**config.mk**
```make
export PLATFORM = sky130hd
export DESIGN_NAME = audio_mclk_gen
export DESIGN_NICKNAME = d
export VERILOG_FILES = /design/src/rtl/amg_pkg.sv /design/src/rtl/amg_ctrl.sv /design/src/rtl/amg_ratio_cnt.sv /design/src/rtl/amg_bit_phase.sv /design/src/rtl/audio_mclk_gen.sv
export SDC_FILE = /design/constraint.sdc
export NUM_CORES = 1
export LEC_CHECK = 0
export ABC_AREA = 1
export BUFFER_PORTS_ARGS = -buffer_cell sky130_fd_sc_hd__buf_2
export CORE_MARGIN = 5
export CORE_UTILIZATION = 60
export CTS_CLUSTER_SIZE = 28
export DETAILED_ROUTE_END_ITERATION = 10
export GPL_TIMING_DRIVEN = 0
export PLACE_DENSITY = 0.8
export SYNTH_ARGS = -nofsm -noshare
export SYNTH_HDL_FRONTEND = slang
export SYNTH_SLANG_ARGS = --single-unit
export TNS_END_PERCENT = 20
```
**constraint.sdc**
```tcl
create_clock -name clk -period 6.2 [get_ports clk]
set_clock_uncertainty 0.1 [all_clocks]
set_input_delay 0.31 -clock clk [delete_from_list [all_inputs] [get_ports clk]]
set_output_delay 0.31 -clock clk [all_outputs]
set_load 0.005 [all_outputs]
```
**src/rtl/amg_pkg.sv**
```systemverilog
package amg_pkg;
  localparam int DIV_W     = 6;
  localparam int FSR_W     = 6;
  localparam int SLOT_BITS = 32;
  localparam int SLOTS     = 2;
  localparam int LOG_SLOT  = $clog2(SLOT_BITS);
  localparam int FCW       = FSR_W + LOG_SLOT;
  localparam int ACW       = FSR_W + 2;

  // last index of a frame: SLOT_BITS*(fsr+1)-1 (SLOT_BITS a power of two)
  function automatic logic [FCW-1:0] frame_last(input logic [FSR_W-1:0] fsr);
    return {fsr, {LOG_SLOT{1'b1}}};
  endfunction

  // bit phase holds (SLOTS*c) mod (fsr+1)
  function automatic logic [ACW-1:0] bit_phase_next(input logic [ACW-1:0] r,
                                                    input logic [FSR_W-1:0] fsr);
    logic [ACW-1:0] n;
    logic [ACW-1:0] t;
    n = ACW'(fsr) + ACW'(1);
    t = r + ACW'(SLOTS);
    for (int i = 0; i < SLOTS; i++)
      if (t >= n) t = t - n;
    return t;
  endfunction

  function automatic logic bit_due(input logic [ACW-1:0] r);
    return r < ACW'(SLOTS);
  endfunction
endpackage

```
**src/rtl/amg_ctrl.sv**
```systemverilog
module amg_ctrl #(
  parameter int DIV_W = amg_pkg::DIV_W,
  parameter int FSR_W = amg_pkg::FSR_W
) (
  input  logic             clk,
  input  logic             rst_n,
  input  logic             cmd_start,
  input  logic             cmd_stop,
  input  logic [DIV_W-1:0] cfg_div,
  input  logic [FSR_W-1:0] cfg_fsr,
  input  logic             cfg_gen,
  output logic             running,
  output logic [DIV_W-1:0] div_q,
  output logic [FSR_W-1:0] fsr_q,
  output logic             gen_q
);
  logic start_ok;
  assign start_ok = cmd_start && !cmd_stop && !running;

  always_ff @(posedge clk) begin
    if (!rst_n || cmd_stop) begin
      running <= 1'b0;
      div_q   <= '0;
      fsr_q   <= '0;
      gen_q   <= 1'b0;
    end else if (start_ok) begin
      running <= 1'b1;
      div_q   <= cfg_div;
      fsr_q   <= cfg_fsr;
      gen_q   <= cfg_gen;
    end
  end
endmodule

```
**src/rtl/amg_ratio_cnt.sv**
```systemverilog
module amg_ratio_cnt #(
  parameter int W = 6
) (
  input  logic         clk,
  input  logic         rst_n,
  input  logic         run,
  input  logic [W-1:0] last,
  output logic         tick
);
  logic [W-1:0] cnt;

  always_ff @(posedge clk) begin
    if (!rst_n || !run)     cnt <= '0;
    else if (cnt == last)   cnt <= '0;
    else                    cnt <= cnt + W'(1);
  end

  assign tick = run && (cnt == '0);
endmodule

```
**src/rtl/amg_bit_phase.sv**
```systemverilog
module amg_bit_phase #(
  parameter int FSR_W = amg_pkg::FSR_W
) (
  input  logic             clk,
  input  logic             rst_n,
  input  logic             run,
  input  logic [FSR_W-1:0] fsr,
  output logic             due
);
  import amg_pkg::*;
  logic [ACW-1:0] phase;

  always_ff @(posedge clk) begin
    if (!rst_n || !run) phase <= '0;
    else                phase <= bit_phase_next(phase, fsr);
  end

  assign due = run && bit_due(phase);
endmodule

```
**src/rtl/audio_mclk_gen.sv**
```systemverilog
module audio_mclk_gen
  import amg_pkg::*;
(
  input  logic             clk,
  input  logic             rst_n,
  input  logic             cmd_start,
  input  logic             cmd_stop,
  input  logic [DIV_W-1:0] cfg_mck_div,
  input  logic [FSR_W-1:0] cfg_frame_ratio,
  input  logic             cfg_mck_gen,
  output logic             mck_en,
  output logic             bit_en,
  output logic             frame_en,
  output logic             mck_pin_sel,
  output logic             gen_running
);
  logic [DIV_W-1:0] cur_div;
  logic [FSR_W-1:0] cur_fsr;
  logic             cur_mode;
  logic             mck_tick;
  logic             frame_tick;
  logic             bit_tick;

  amg_ctrl #(.DIV_W(DIV_W), .FSR_W(FSR_W)) u_ctrl (
    .clk(clk), .rst_n(rst_n), .cmd_start(cmd_start), .cmd_stop(cmd_stop),
    .cfg_div(cfg_mck_div), .cfg_fsr(cfg_frame_ratio), .cfg_gen(cfg_mck_gen),
    .running(gen_running), .div_q(cur_div), .fsr_q(cur_fsr), .gen_q(cur_mode)
  );

  amg_ratio_cnt #(.W(DIV_W)) u_mck_cnt (
    .clk(clk), .rst_n(rst_n), .run(gen_running), .last(cur_div), .tick(mck_tick)
  );

  amg_ratio_cnt #(.W(FCW)) u_frame_cnt (
    .clk(clk), .rst_n(rst_n), .run(gen_running), .last(frame_last(cur_fsr)),
    .tick(frame_tick)
  );

  amg_bit_phase #(.FSR_W(FSR_W)) u_bit (
    .clk(clk), .rst_n(rst_n), .run(gen_running), .fsr(cur_fsr), .due(bit_tick)
  );

  assign mck_en      = mck_tick && cur_mode;
  assign bit_en      = bit_tick;
  assign frame_en    = frame_tick;
  assign mck_pin_sel = cur_mode;
endmodule

```
==> out/metrics.yaml, run 1 <==
placement:
  port_buffers: 21
  routabilityCongestion: 0.9306
  dp.final_hpwl_um: 4991
cells_and_area:
  multiInputGateArea_um2: 1768
  regArea_um2: 780.7
  syn_to_final_growth_pct: 10.44
  layout-drive-gt1-share: 0.1520
  fillCellCount: 430
  final_nets: 458
  diodes: 0
logic_synthesis:
  yosysTopAreaCellShare: 0.2772
  ys_ff_latch: 39
  yosys_most_used_dff: "dfxtp_1"
  synth_cell_types: 46
  synth_edf_count: 0
  synth_nets: 430
  synth_top_family_by_area: "simple AND/OR/NAND/NOR gates"
  synth_area_leaders: "dfxtp_1 (28%), nand2_1 (9.5%), ha_1 (8.4%), inv_1 (7.6%), nor2_1 (6.5%)"
  synth_largest_area_cell: "dfxtp_1"
  synth_mux_area_frac: 0
  avgSynthCellArea_um2: 7.185
  synth_xor_area_frac: 0.06175
  synthAdderAreaFrac: 0.09862
  synth-compound-area-share: 0.1297
  synthSimpleGateAreaFrac: 0.3376
  seq_area_frac_synth: 0.2772
  syn_area_um2: 2816
  ys_warn_count: 0
  synthCells: 392
  async_flop_share: 0
critical_path:
  crit_family: "simple AND/OR/NAND/NOR gates"
  crit_required_ns: 6.29
  regToRegSetupSlack_ns: 2.05
  max_stage_delay_ns: 0.43
  crit_path_top_delay_cell: "dfxtp_1"
  cp-start-kind: "register"
  critPathBufInv: 5
  cp_common_cell: "nor2_1"
  crit_arrival_ns: 4.24
  ff2ff_path_depth: 27
  timing.rr.start: "u_ctrl.fsr_q[1]$_SDFFE_PP0P_"
  crit_type: "reg -> reg"
  endpoint_kind: "register"
  crit_fanout: 10
  worstReg2RegEnd: "u_bit.phase[0]$_SDFF_PP0_"
sta:
  fin_tns_setup_ns: 0
  rsz0062_at_grt: "no"
  fmax_mhz: 241.0
  max_slew_margin: 0.3494
  slew_violations: 0
  setup_violations: 0
  hold_viol: 0
  min_period_ns: 4.149
  fin_crit_sh: 0.6692
  worst_pin_slew_ns: 0.9654
grt:
  antenna_found_initial: 0
  grt_pass1_wl_um: 11110
  gr-usage-met3: 0.03670
  grt-ovfl-total: 0
  track_usage: 0.2236
  grt_pass1_vias: 2529
  grt.met2_usage: 0.3930
  grt_max_degree: 14
  grt_most_used_layer: "met2"
  grt_util_met1: 0.2714
clocking:
  cts_resized: 0
  clock-sinks: 39
  tritoncts: "built"
  cts_root_buf: "clkbuf_8"
  post_cts_buffers: 0
  path_clk_slew_ns: 0.08
  cts_max_path_buffers: 2
  clock_latency_ns: 0.29
  cts_buffers: 5
  ctsHoldBuffers: 0
  cts_htree_levels: 2
worst_hold_path:
  whs_path_depth: 3
  holdPathEnd: "u_ctrl.running$_SDFFE_PP0P_"
  min_from: "cmd_start"
  worstHoldPathType: "in -> reg"
floorplanning:
  die_x_um: 78.52
  die_area_um2: 6165
  row_count: 25
  core_area_um2: 4629
  io-pin-count: 22
  die_h_um: 78.52
  initial_core_util: 0.6084
routing:
  initialDrtViolationCount: 144
  via_count: 2604
  finalWirelength_um: 6389
  viasPerCell: 5.482
  ant_nets: 0
  wl_per_cell_um: 13.45
  drt-pass1-iter-count: 4
  drc: 0
status:
  status: "finished clean"
run:
  drv_cap: 0
## stage by stage
step	hold slack [ns]	utilization	cell area [um^2]	worst slack, ns	cells
after floorplan	0.3173	-	2816	2.541	392
after global placement	0.3314	0.6457	2989	2.156	467
final	0.1483	0.6719	3110	2.051	475
after detailed placement	0.3420	0.6457	2989	2.112	467
after CTS	0.1424	0.6719	3110	2.076	475
after global routing	0.1544	0.6719	3110	1.507	475
## worst max-delay path by stage
stage | startpoint | endpoint | slack [ns] | cells after the start
after global routing | u_bit.phase[1]$_SDFF_PP0_ | u_bit.phase[0]$_SDFF_PP0_ | 1.51 | 24
after CTS | u_ctrl.fsr_q[1]$_SDFFE_PP0P_ | u_bit.phase[0]$_SDFF_PP0_ | 2.08 | 27
final | u_ctrl.fsr_q[1]$_SDFFE_PP0P_ | u_bit.phase[0]$_SDFF_PP0_ | 2.05 | 27
after global placement | u_ctrl.fsr_q[1]$_SDFFE_PP0P_ | u_bit.phase[0]$_SDFF_PP0_ | 2.16 | 27
after detailed placement | u_ctrl.fsr_q[1]$_SDFFE_PP0P_ | u_bit.phase[2]$_SDFF_PP0_ | 2.11 | 27
after floorplan | u_ctrl.fsr_q[1]$_SDFFE_PP0P_ | u_bit.phase[0]$_SDFF_PP0_ | 2.54 | 27
## metal layers
| layer | part of all wire | vias up |
|---|---|---|
| met5 | 0 | - |
| met4 | 0.028 | 0 |
| met3 | 0.048 | 15 |
| met2 | 0.48 | 61 |
| met1 | 0.44 | 1182 |
| li1 | - | 1346 |
## cells in the final DEF (no fill, tap or decap), types with 10 or more instances in the layout
master   Yosys  layout
nand2_1     71      71
inv_1       57      57
nor2_1      49      49
dfxtp_1     39      39
buf_2        2      23
nand3_1     22      22
a21oi_1     22      22
ha_1        19      19
xor2_1      14      14
nand4_1     10      10
## layout make-up
cell class,count,area share
multi-input cells,286,0.5684
flip-flops and latches,39,0.2510
inverters,60,0.07321
repair buffers,21,0.03379
clock buffers,6,0.02655
well taps,54,0.02172
plain buffers,7,0.01287
clock inverters,2,0.01247
## worst register-to-register path, stage by stage (launching register included)
cell     delay [ns]
dfxtp_1        0.43
ha_1           0.26
nand3_1        0.12
xor2_1         0.15
inv_1          0.09
ha_1           0.34
inv_1          0.07
nor2_1         0.10
nand3_1        0.10
nand4_2        0.13
nand2_4        0.10
nand2_8        0.10
nand2_1        0.06
nand2_1        0.09
ha_1           0.15
inv_1          0.05
fa_1           0.39
inv_1          0.07
nor2_1         0.05
nor2_1         0.10
nor2_1         0.06
o21ai_1        0.12
nand2_1        0.09
a21oi_1        0.25
buf_2          0.28
nand3_1        0.10
nand2_1        0.06
nor2_1         0.04
## Yosys cell counts, types with 6 or more instances
| cell type | n |
|---|---|
| nand2_1 | 71 |
| inv_1 | 57 |
| nor2_1 | 49 |
| dfxtp_1 | 39 |
| a21oi_1 | 22 |
| nand3_1 | 22 |
| ha_1 | 19 |
| xor2_1 | 14 |
| nand4_1 | 10 |
| a211oi_1 | 9 |
| nand3_2 | 9 |
| nor3_1 | 6 |
| o22ai_1 | 6 |
## cell families after synthesis
kind of cell | Yosys count
simple gates | 189
buf+inv | 67
compound gates | 57
flops | 39
fa+ha+maj | 21
xor+xnor | 19
## registers in the layout, indices dropped and copies added (netlist names)
register and cells:
u_frame_cnt.cnt 11, u_bit.phase 8, u_ctrl.div_q 6, u_ctrl.fsr_q 6
u_mck_cnt.cnt 6, u_ctrl.gen_q 1, u_ctrl.running 1
Power of run 1 is not shown: default switching activity piles up to over one toggle a cycle in this logic, so the estimate is an artifact.
==> run 2: changes to the inputs <==
CORE_UTILIZATION = 55   (was 60)
PLACE_DENSITY = 0.77   (was 0.8)
clock period = 3.5 ns   (was 6.2 ns; I/O delays follow)
==> run 2 against run 1 <==
  * Non-clock buffer count increased by 19
  * Maximum frequency increased by 16%
  * Via count increased by 4.2%
  * Sequential cell count unchanged
  * Register-to-register slack got worse by 2.1 ns
  * First-iteration DRC count decreased by 2.8%
  * Wire length increased by 3.5%
  * Clock-buffer cell count decreased by 1
  * Sequential share of layout area decreased by 2.1 points
  * Global-route usage decreased by 0.87 points
  * Worst setup slack got worse by 2.1 ns
  * Worst hold slack got worse by 0.13 ns
  * The run now ends with negative setup slack left
==> out/metrics.yaml, run 2 (synthesis results as in run 1) <==
clocking:
  cts_max_path_buffers: 2  # unchanged
  ctsHoldBuffers: 0  # unchanged
  clock-sinks: 39  # unchanged
  clock_latency_ns: 0.29  # about the same
  cts_root_buf: "clkbuf_8"
  tritoncts: "built"
  cts_buffers: 5  # unchanged
  path_clk_slew_ns: 0.08  # about the same
  cts_htree_levels: 2  # unchanged
routing:
  drt-pass1-iter-count: 5  # +1
  viasPerCell: 5.320  # -3.0%
  ant_nets: 0  # unchanged
  initialDrtViolationCount: 140  # -2.8%
  finalWirelength_um: 6612  # +3.5%
  drc: 0  # unchanged
  via_count: 2713  # +4.2%
  wl_per_cell_um: 12.96  # -3.6%
grt:
  track_usage: 0.2149  # -0.008745
  grt_pass1_wl_um: 11230  # +1.1%
  grt-ovfl-total: 0  # unchanged
  antenna_found_initial: 0  # unchanged
  grt_pass1_vias: 2564  # +1.4%
  grt_max_degree: 15  # +1
sta:
  rsz0062_at_grt: "yes"
  hold_viol: 0  # unchanged
  setup_ws_ns: -0.08416  # -2.135 ns
  fin_crit_sh: 1.024  # +0.3549
  setup_violations: 8  # +8
  fmax_mhz: 279.0  # +16%
  slew_violations: 0  # unchanged
  finalHoldWorstSlack_ns: 0.02188  # -0.1265 ns
  max_slew_margin: 0.3792  # +0.02982
  fin_tns_setup_ns: -0.4588  # -0.4588 ns
  min_period_ns: 3.584  # -0.5647 ns
  worst_pin_slew_ns: 0.9211  # -0.04425 ns
cells_and_area:
  stdcell_area_um2: 3471  # +12%
  regMostFlops: "u_frame_cnt.cnt"
  final_nets: 477  # +4.1%
  reg_top3: "u_frame_cnt.cnt: 11 flops, u_bit.phase: 8 flops"
  diodes: 0  # unchanged
  fillCellCount: 410  # -4.7%
  syn_to_final_growth_pct: 23.23
  largest_reg_flops: 11  # unchanged
  layout-drive-gt1-share: 0.2750  # +0.1230
  layout_common_cells: "nand2_1 (67), inv_1 (51), nor2_1 (48)"
  layout_commonest_cell: "nand2_1"
critical_path:
  crit_required_ns: 3.59  # -2.70 ns
  crit_family: "simple AND/OR/NAND/NOR gates"
  crit_arrival_ns: 3.68  # -0.56 ns
  endpoint_kind: "register"
  crit_fanout: 5  # -5
  path_cells: "buf_4 -> nand3_4 -> xor2_4 -> ha_4 -> a21oi_4 -> nand2_1 -> nand2_2 -> nand4_2 -> nand2_4 -> buf_4 -> buf_4 -> nand3_1 -> nand2_1 -> inv_1 -> ha_1 -> inv_1 -> nor2_1 -> o21ai_1 -> nand2_1 -> buf_4 -> buf_4 -> xor2_1 -> a21oi_1 -> nor2_1"
  crit_type: "reg -> reg"
  cp_common_cell: "buf_4"
  max_stage_delay_ns: 0.37  # -0.06 ns
  cp-start-kind: "register"
  crit_path_top_delay_cell: "dfxtp_4"
  critPathBufInv: 7  # +2
floorplanning:
  die_x_um: 81.56  # +3.9%
  core_area_um2: 5042  # +8.9%
  io-pin-count: 22  # unchanged
  die_area_um2: 6652  # +7.9%
  initial_core_util: 0.5586  # -0.04982
  row_count: 26  # +4.0%
  die_h_um: 81.56  # +3.9%
placement:
  place_area_um2: 3032  # +1.4%
  dp.final_hpwl_um: 4875  # -2.3%
  dp_slack_ns: -0.3692  # -2.481 ns
  port_buffers: 21  # unchanged
  routabilityCongestion: 0.8883  # -4.5%
run:
  drv_cap: 0  # unchanged
worst_hold_path:
  worstHoldPathType: "in -> reg"
status:
  violations: "negative setup slack"
  status: "finished with violations"
==> run 2: changes by cell type in the layout (fill, tap and decap cells not counted), moves of 5 or more <==
cell,previous run,this run
buf_4,1,19
dfxtp_1,39,32
ha_1,19,10
ha_4,0,6
inv_1,57,51
inv_2,1,6
==> run 2: timing repair <==
action,4_1_cts,5_1_grt
endpoints found under the setup margin,8,8
pin swaps,15,16
resized for setup,34,12
buffers inserted,15,4
==> run 2: path summary, 6_finish.rpt <==
check | start | end | slack (ns) | cells past startpoint
setup / recovery | u_ctrl.fsr_q[1]$_SDFFE_PP0P_ | u_bit.phase[6]$_SDFF_PP0_ | -0.08 | 24
hold reg to reg | u_frame_cnt.cnt[10]$_SDFF_PP0_ | u_frame_cnt.cnt[10]$_SDFF_PP0_ | 0.37 | 2
setup reg to reg | u_ctrl.fsr_q[1]$_SDFFE_PP0P_ | u_bit.phase[6]$_SDFF_PP0_ | -0.08 | 24
hold / removal | cmd_start | u_ctrl.running$_SDFFE_PP0P_ | 0.02 | 3
==> run 2: worst reg2reg max path: stages (launching register included) <==
cell and delay [ns]:
dfxtp_4 0.37, buf_4 0.14, nand3_4 0.11, xor2_4 0.20, ha_4 0.24, a21oi_4 0.15
nand2_1 0.08, nand2_2 0.08, nand4_2 0.12, nand2_4 0.14, buf_4 0.13, buf_4 0.10
nand3_1 0.05, nand2_1 0.15, inv_1 0.07, ha_1 0.34, inv_1 0.10, nor2_1 0.05
o21ai_1 0.12, nand2_1 0.10, buf_4 0.14, buf_4 0.12, xor2_1 0.14, a21oi_1 0.12
nor2_1 0.05
==> run 2: layout make-up <==
cell class              instances  area [um^2]  share of cell area
inverters                      60        232.7             0.06705
well taps                      70        87.58             0.02523
plain buffers                   7        50.05             0.01442
flip-flops and latches         39        797.0              0.2296
multi-input cells             286         1963              0.5656
clock buffers                   5        68.82             0.01983
clock inverters                 3        23.77            0.006849
repair buffers                 40        247.7             0.07138
==> run 2: per-stage QoR <==
| stage | utilization | instances |
|---|---|---|
| finish | 0.6883 | 510 |
| global route | 0.6883 | 510 |
| CTS | 0.6737 | 506 |
| detailed placement | 0.6012 | 483 |
| global placement | 0.6012 | 483 |
| floorplan | - | 392 |
==> run 2: metal layers <==
metal / up-vias / wire (um) / track usage
li1: 1387 / - / -
met2: 65 / 3264 / 0.3844
met1: 1253 / 2971 / 0.2633
met5: - / 0 / 0
met4: 0 / 70 / 0.05743
met3: 8 / 306 / 0.03838
Power of run 2 is left out for the same reason.
